`src/rtl/gpio_pkg.sv`:
```
package gpio_pkg;
    localparam int ADDR_W = 2;

    typedef enum logic [1:0] {
        MODE_RUN  = 2'd0,
        MODE_SOFT = 2'd1,
        MODE_HARD = 2'd2
    } mode_e;

    localparam logic [ADDR_W-1:0] ADDR_DIR  = 2'd0;
    localparam logic [ADDR_W-1:0] ADDR_DATA = 2'd1;
    localparam logic [ADDR_W-1:0] ADDR_STAT = 2'd2;
endpackage

```
`src/rtl/gpio_mode_fsm.sv`:
```
module gpio_mode_fsm
    import gpio_pkg::*;
(
    input  logic  clk,
    input  logic  rst_n,
    input  logic  hw_stby,
    input  logic  sw_stby,
    output mode_e mode,
    output logic  wr_allow,
    output logic  clr,
    output logic  sync_en
);
    mode_e mode_nxt;

    always_ff @(posedge clk or negedge rst_n) begin
        if (!rst_n) mode <= MODE_RUN;
        else        mode <= mode_nxt;
    end

    always_comb begin
        mode_nxt = mode;
        unique case (mode)
            MODE_RUN: begin
                if (hw_stby)      mode_nxt = MODE_HARD;
                else if (sw_stby) mode_nxt = MODE_SOFT;
            end
            MODE_SOFT: begin
                if (hw_stby)       mode_nxt = MODE_HARD;
                else if (!sw_stby) mode_nxt = MODE_RUN;
            end
            MODE_HARD: begin
                if (!hw_stby) mode_nxt = sw_stby ? MODE_SOFT : MODE_RUN;
            end
            default: mode_nxt = MODE_RUN;
        endcase
    end

    always_comb begin
        wr_allow = 1'b0;
        clr      = 1'b0;
        sync_en  = 1'b1;
        unique case (mode)
            MODE_RUN:  wr_allow = 1'b1;
            MODE_SOFT: sync_en  = 1'b0;
            MODE_HARD: clr      = 1'b1;
            default:   clr      = 1'b1;
        endcase
    end

    // hardware standby takes over at the next edge
    p_hard_entry_r8: assert property (@(posedge clk) disable iff (!rst_n)
        hw_stby |=> (mode == MODE_HARD));
    // software standby is left only on its falling request
    p_soft_stay_r9: assert property (@(posedge clk) disable iff (!rst_n)
        (mode == MODE_SOFT && sw_stby && !hw_stby) |=> (mode == MODE_SOFT));
endmodule

```
`src/rtl/gpio_sync.sv`:
```
module gpio_sync #(
    parameter int W      = 4,
    parameter int STAGES = 2
) (
    input  logic         clk,
    input  logic         rst_n,
    input  logic         en,
    input  logic [W-1:0] din,
    output logic [W-1:0] dout
);
    logic [STAGES-1:0][W-1:0] stg;

    for (genvar s = 0; s < STAGES; s++) begin : g_stage
        if (s == 0) begin : g_first
            always_ff @(posedge clk or negedge rst_n) begin
                if (!rst_n)  stg[s] <= '0;
                else if (en) stg[s] <= din;
            end
        end else begin : g_next
            always_ff @(posedge clk or negedge rst_n) begin
                if (!rst_n)  stg[s] <= '0;
                else if (en) stg[s] <= stg[s-1];
            end
        end
    end

    assign dout = stg[STAGES-1];

    // frozen synchronizer keeps its output
    p_frozen_r9: assert property (@(posedge clk) disable iff (!rst_n)
        !en |=> $stable(dout));
endmodule

```
`src/rtl/gpio_regs.sv`:
```
module gpio_regs
    import gpio_pkg::*;
#(
    parameter int NPINS = 4,
    parameter int DW    = 8
) (
    input  logic              clk,
    input  logic              rst_n,
    input  logic              clr,
    input  logic              wr_allow,
    input  logic [ADDR_W-1:0] addr,
    input  logic              wr,
    input  logic              rd,
    input  logic [DW-1:0]     wdata,
    input  logic [NPINS-1:0]  pin_sync,
    output logic [NPINS-1:0]  dir,
    output logic [NPINS-1:0]  data,
    output logic [DW-1:0]     rdata
);
    localparam int PADW = DW - NPINS;

    logic [NPINS-1:0] status;
    logic [DW-1:0]    rd_word;

    always_ff @(posedge clk or negedge rst_n) begin
        if (!rst_n) begin
            dir  <= '0;
            data <= '0;
        end else if (clr) begin
            dir  <= '0;
            data <= '0;
        end else if (wr && wr_allow) begin
            if (addr == ADDR_DIR)  dir  <= wdata[NPINS-1:0];
            if (addr == ADDR_DATA) data <= wdata[NPINS-1:0];
        end
    end

    for (genvar i = 0; i < NPINS; i++) begin : g_bit
        assign status[i] = dir[i] ? data[i] : pin_sync[i];
    end

    always_comb begin
        unique case (addr)
            ADDR_DIR:  rd_word = {{PADW{1'b0}}, dir};
            ADDR_DATA: rd_word = {{PADW{1'b0}}, data};
            ADDR_STAT: rd_word = {{PADW{1'b0}}, status};
            default:   rd_word = '0;
        endcase
    end

    always_ff @(posedge clk or negedge rst_n) begin
        if (!rst_n)  rdata <= '0;
        else if (rd) rdata <= rd_word;
    end

    // registers are empty after a clearing cycle
    p_clear_r8: assert property (@(posedge clk) disable iff (!rst_n)
        clr |=> (dir == '0 && data == '0));
    // accepted data write lands in the latch
    p_data_write_r3: assert property (@(posedge clk) disable iff (!rst_n)
        (wr && wr_allow && !clr && addr == ADDR_DATA) |=> (data == $past(wdata[NPINS-1:0])));
    // status address is not writable
    p_stat_write_r7: assert property (@(posedge clk) disable iff (!rst_n)
        (wr && !clr && addr == ADDR_STAT) |=> ($stable(dir) && $stable(data)));
    // read data holds without a strobe
    p_rdata_hold_r10: assert property (@(posedge clk) disable iff (!rst_n)
        !rd |=> $stable(rdata));
    // reserved read bits are zero
    p_reserved_r4: assert property (@(posedge clk) disable iff (!rst_n)
        rdata[DW-1:NPINS] == '0);
endmodule

```
`src/rtl/gpio4_port.sv`:
```
module gpio4_port
    import gpio_pkg::*;
#(
    parameter int NPINS       = 4,
    parameter int DW          = 8,
    parameter int SYNC_STAGES = 2
) (
    input  logic              clk,
    input  logic              rst_n,
    input  logic              hw_stby,
    input  logic              sw_stby,
    input  logic [ADDR_W-1:0] bus_addr,
    input  logic              bus_wr,
    input  logic              bus_rd,
    input  logic [DW-1:0]     bus_wdata,
    output logic [DW-1:0]     bus_rdata,
    input  logic [NPINS-1:0]  pin_in,
    output logic [NPINS-1:0]  pin_out,
    output logic [NPINS-1:0]  pin_oe
);
    mode_e            mode;
    logic             wr_allow;
    logic             clr;
    logic             sync_en;
    logic [NPINS-1:0] pin_sync;
    logic [NPINS-1:0] dir_q;
    logic [NPINS-1:0] data_q;

    gpio_mode_fsm u_fsm (
        .clk      (clk),
        .rst_n    (rst_n),
        .hw_stby  (hw_stby),
        .sw_stby  (sw_stby),
        .mode     (mode),
        .wr_allow (wr_allow),
        .clr      (clr),
        .sync_en  (sync_en)
    );

    gpio_sync #(.W(NPINS), .STAGES(SYNC_STAGES)) u_sync (
        .clk   (clk),
        .rst_n (rst_n),
        .en    (sync_en),
        .din   (pin_in),
        .dout  (pin_sync)
    );

    gpio_regs #(.NPINS(NPINS), .DW(DW)) u_regs (
        .clk      (clk),
        .rst_n    (rst_n),
        .clr      (clr),
        .wr_allow (wr_allow),
        .addr     (bus_addr),
        .wr       (bus_wr),
        .rd       (bus_rd),
        .wdata    (bus_wdata),
        .pin_sync (pin_sync),
        .dir      (dir_q),
        .data     (data_q),
        .rdata    (bus_rdata)
    );

    assign pin_oe  = dir_q;
    assign pin_out = data_q;

    // pad controls hold through software standby
    p_soft_hold_r9: assert property (@(posedge clk) disable iff (!rst_n)
        (mode == MODE_SOFT) |=> ($stable(pin_out) && $stable(pin_oe)));
    // direction write reaches the enables
    p_dir_write_r2: assert property (@(posedge clk) disable iff (!rst_n)
        (bus_wr && mode == MODE_RUN && bus_addr == ADDR_DIR) |=> (pin_oe == $past(bus_wdata[NPINS-1:0])));
endmodule

```
`config.mk`:
```
export PLATFORM = sky130hd
export DESIGN_NAME = gpio4_port
export DESIGN_NICKNAME = d
export VERILOG_FILES = /design/src/rtl/gpio_pkg.sv /design/src/rtl/gpio_mode_fsm.sv /design/src/rtl/gpio_sync.sv /design/src/rtl/gpio_regs.sv /design/src/rtl/gpio4_port.sv
export SDC_FILE = /design/constraint.sdc
export NUM_CORES = 1
export LEC_CHECK = 0
export ABC_AREA = 1
export ABC_CLOCK_PERIOD_IN_PS = 1500
export BUFFER_PORTS_ARGS = -buffer_cell sky130_fd_sc_hd__buf_2
export CAP_MARGIN = 20
export CORE_MARGIN = 4
export CORE_UTILIZATION = 40
export DETAILED_ROUTE_END_ITERATION = 16
export GPL_ROUTABILITY_DRIVEN = 0
export HOLD_SLACK_MARGIN = 0.12
export PLACE_DENSITY = 0.63
export REMOVE_ABC_BUFFERS = 1
export SKIP_CTS_REPAIR_TIMING = 1
export SLEW_MARGIN = 20
export SYNTH_ARGS = -nofsm -noshare
export SYNTH_HDL_FRONTEND = slang
export SYNTH_SLANG_ARGS = --single-unit
```
`constraint.sdc`:
```
create_clock -name clk -period 1.5 [get_ports clk]
set_clock_uncertainty 0.15 [all_clocks]
set_input_delay 0.225 -clock clk [delete_from_list [all_inputs] [get_ports clk]]
set_output_delay 0.225 -clock clk [all_outputs]
set_load 0.005 [all_outputs]
```
## Yosys cells after proc, flatten, opt, wreduce, memory -nomap -nowiden

Index checks and enable logic that the tools add are counted.

- Flip-flop bits (word level): 26
- Bits of input ports: 20
- Logic and storage cells: 42

- Equal/unequal tests: 10
- Mux-type cells: 19
- Reductions and logical operators: 7

Operator list:

| cell | count |
|---|---|
| $mux W4 | 6 |
| $pmux W4 S3 | 1 |
| $mux W2 | 5 |
| $mux W1 | 6 |
| $ne A2 B1 Y1 const B | 3 |
| $ne A3 B3 Y1 const B | 2 |
| $pmux W2 S3 | 1 |
| $eq A2 B1 Y1 const B | 2 |
| $eq A2 B2 Y1 const B | 2 |
| $logic_not A2 Y1 | 2 |
| $reduce_and A2 Y1 | 2 |
| $reduce_and A3 Y1 | 1 |
| $ne A2 B2 Y1 const B | 1 |
| $reduce_or A2 Y1 | 1 |
| $logic_and A1 B1 Y1 | 1 |

## Depth between registers and ports, before layout

- Depth in word-level cells: 5
- Mapped depth: 7
- Mapped depth without buffers: 7

## Modules after synthesis

From an unflattened synthesis, not the netlist that was laid out.

- Cell total of the unflattened synthesis: 154
- Area, all modules: 1121.1 µm²

Modules (own cells, without submodules):

| module | times used | cells each | area an instance (µm²) | sequential area each (µm²) |
|---|---|---|---|---|
| gpio_regs | 1 | 104 | 698.2 | 300.3 |
| gpio_sync | 1 | 38 | 335.3 | 200.2 |
| gpio_mode_fsm | 1 | 12 | 87.6 | 50.0 |

## Worst setup path before layout

No wires, ideal clock.

- Path kind: reg2reg
- Start: register u_fsm.mode[1]
- End: register u_sync.stg[0] (netlist bit)
- Setup time: 0.125 ns
- Data arrival time: 0.920 ns
- Setup slack: 0.305 ns
- Cell stages (with the launch flop): 4
- Path buffers: 0
- Period minus slack after synthesis: 1.195 ns
- Cell sequence: dfrtp_1 > inv_4 > nand2_4 > mux2_4

- Longest elaborated chain between the ends: 1

RTL lines:

| item | line | source |
|---|---|---|
| start, declared | gpio_mode_fsm.sv:8 | `output mode_e mode,` |
| start signal, assigned | gpio_mode_fsm.sv:17 | `else mode <= mode_nxt;` |
| $eq A2 B1 Y1 | gpio_mode_fsm.sv:42 | `unique case (mode)` |
| end signal, assigned by index | gpio_sync.sv:17 | `else if (en) stg[s] <= din;` |
| end, declared | gpio_sync.sv:11 | `logic [STAGES-1:0][W-1:0] stg;` |

No other way between the ends.
A chain may end at the register's enable or synchronous reset.

## Worst setup path after layout

- Start: input sw_stby
- End: register u_fsm.mode[0]

- Longest elaborated chain between the ends: 3
- Elaborated cells on any way between the ends: 6
- Classes of those cells: 2 x eq/ne; 3 x mux; 1 x reduce/logical

RTL lines:

| item | line | source |
|---|---|---|
| start, declared | gpio4_port.sv:11 | `input logic sw_stby,` |
| $mux W1 | gpio_mode_fsm.sv:32 | `if (!hw_stby) mode_nxt = sw_stby ? MODE_SOFT : MODE_RUN;` |
| $mux W2 | gpio_mode_fsm.sv:32 |  |
| $pmux W2 S3 | gpio_mode_fsm.sv:22 | `unique case (mode)` |

Parallel ways exist; a longest one is shown, timed or not. The select of a mux whose other input is x is not followed.

==> flow_summary.toml <==
[outcome]
run_status = "completed"

[critical_path]
reg2reg_slack_ps = 300
startpoint = "sw_stby"
cp-end-kind = "flip-flop"
r2r_end = "u_sync.stg[0]$_DFFE_PN0P_"
critPathCapture = "u_fsm.mode[0]$_DFFE_PN0P_"
rr_worst_depth = 3
critPathLaunchType = "input pin"
r2r_start = "u_fsm.mode[1]$_DFFE_PN0P_"
cp.arrival_ps = 1540
required_ps = 1550
path_class = "in2reg"
path_max_fanout = 1

[final_layout]
syn_to_final_growth_pct = 28.8
n_fill_cell = 262
drive_above_1_share_pct = 30.6
diodes = 0
final_area_um2 = 1490
fin_nets = 207
layout_commonest_cell = "nand2_1"
layout_common_cells = "nand2_1 (48), buf_2 (27), inv_1 (22), dfrtp_1 (22), dlygate4sd3_1 (13)"

[sta]
slew_viol_final = 0
tightest_slew_ps = 505
hold_violations = 0
setup_viol = 0
setup_slack_ps = 18.2
finalCriticalPeriod_ps = 1480
fmax_ghz = 0.675
fin_crit_sh_pct = 98.8
maxSlewHeadroom_pct = 66.3

[floorplanning]
start_util_pct = 41.9
dieArea_um2 = 3810
die_h_um = 61.7
core_um2 = 2760
die_x_um = 61.7
fp-row-count = 19
io_pins = 36

[synth]
synth_cell_types = 18
synth_seq_cells = 22
syn_avg_cell_area_um2 = 8.13
ys.warnings.count = 0
netlist_area_um2 = 1150
syn_inst = 142
yosysSeqAreaShare_pct = 47.7

[global_routing]
grt_overflow = 0
grt_pass1_vias = 869
grt_max_degree = 23
grtUsageTotal_pct = 12.8
antenna_found_initial = 0
grt_pass1_wl_um = 3600

[cts]
clk_latency_ps = 310
clk_pin_slew_ps = 120
cts.sink_count = 22
cts_buffer_depth = 2
htree_num_levels = 1
cts_made_buffers = 3
cts_tree = "yes"
cts_root_buffer = "clkbuf_4"

[routing]
avgViaCountPerCell = 4.52
post-route-drc-count = 0
first_pass_iters = 4
wl_um = 2340
num_vias = 981
ant_nets = 0
wire_per_inst_um = 10.8
dr.first_iter.drc_count = 18

[power]
power.total_uw = 1430
ir_drop_mv = 0.642
p_per_area_nw_per_um2 = 963
total_leakage_power_uw = 0.000839

[placement]
portBuffers = 27
dp_slack_ps = 313
dpl.hpwl_um = 1730
place_area_um2 = 1310

[job]
cap_violations = 0

[min_path]
min_path_cells = 5
hp-class = "in2reg"
==> layer usage <==
| layer | vias to the layer above | routed length [um] | track usage [%] |
|---|---|---|---|
| li1 | 508 | - | - |
| met2 | 19 | 1200 | 23.0 |
| met4 | 0 | 31 | 5.45 |
| met5 | - | 0 | 0 |
| met1 | 449 | 1010 | 15.0 |
| met3 | 5 | 104 | 2.07 |
==> synth_stat cells <==
| cell type | count | area, um^2 |
|---|---|---|
| nand3_1 | 8 | 40.0 |
| buf_4 | 4 | 30.0 |
| inv_1 | 22 | 82.6 |
| nor2_2 | 4 | 25.0 |
| a21oi_1 | 2 | 10.0 |
| o21ai_2 | 6 | 52.6 |
| a21oi_2 | 2 | 17.5 |
| mux2_4 | 2 | 30.0 |
| inv_4 | 1 | 6.26 |
| nand2_1 | 48 | 180 |
| nand2_2 | 6 | 37.5 |
| conb_1 | 1 | 3.75 |
| nand2_4 | 2 | 22.5 |
| dfrtp_1 | 22 | 551 |
| nor2_1 | 6 | 22.5 |
| o21ai_1 | 4 | 20.0 |
| inv_2 | 1 | 3.75 |
| buf_12 | 1 | 20.0 |
==> critical path, stage by stage <==
cell,delay (ps)
dlygate4sd3_1,530
buf_2,120
nand2_1,60
dlygate4sd3_1,560
a21oi_1,40
==> through the flow <==
step                      TNS, ps  utilization (%)  hold slack (ps)  instances
after floorplan                 0                -             -221        140
after global placement          0             47.3             70.4        200
after detailed placement        0             47.3             75.9        200
after CTS                       0             49.2             -279        204
after global routing        -29.4             53.9              193        217
final                           0             53.9              175        217
==> kinds of logic after synthesis <==
family	count (synthesis)	share of synthesized area (%)
AND/OR/NAND/NOR	74	28.4
buffers and inverters	29	12.4
flip-flops	22	47.7
AO/OA/AOI/OAI	14	8.67
multiplexers	2	2.60
other	1	0.325
==> where the power goes <==
group          switching, uW  internal (uW)
combinational            150            130
clock                    186            270
sequential              43.8            653
total                    380           1050
==> layout make-up <==
type / count / area (um^2) / area share, %
Sequential cell: 22 / 551 / 37.0
Multi-Input combinational cell: 94 / 473 / 31.8
Timing Repair Buffer: 42 / 280 / 18.8
Inverter: 24 / 92.6 / 6.22
Tap cell: 31 / 38.8 / 2.61
Clock inverter: 1 / 30.0 / 2.02
Clock buffer: 3 / 22.5 / 1.51
==> sequential cells by signal (all words and copies together), names as in the netlist <==
name          flops
u_sync.stg        4
u_regs.dir        4
u_fsm.mode        2
u_regs.data       4
u_sync.dout       4
u_regs.rdata      4
==> worst min-delay path by stage <==
| stage | from | endpoint | slack, ps |
|---|---|---|---|
| finish | bus_addr[1] | u_regs.data[2]$_DFFE_PN0P_ | 180 |
| global route | bus_addr[1] | u_regs.data[2]$_DFFE_PN0P_ | 190 |
| CTS | rst_n | u_regs.rdata[0]$_DFFE_PN0P_ | -280 |
| detailed placement | rst_n | u_regs.rdata[2]$_DFFE_PN0P_ | 80 |
| global placement | rst_n | u_regs.dir[2]$_DFFE_PN0P_ | 70 |
| floorplan | rst_n | u_fsm.mode[0]$_DFFE_PN0P_ | -220 |
Note: power is estimated with default switching activity, not from simulation.
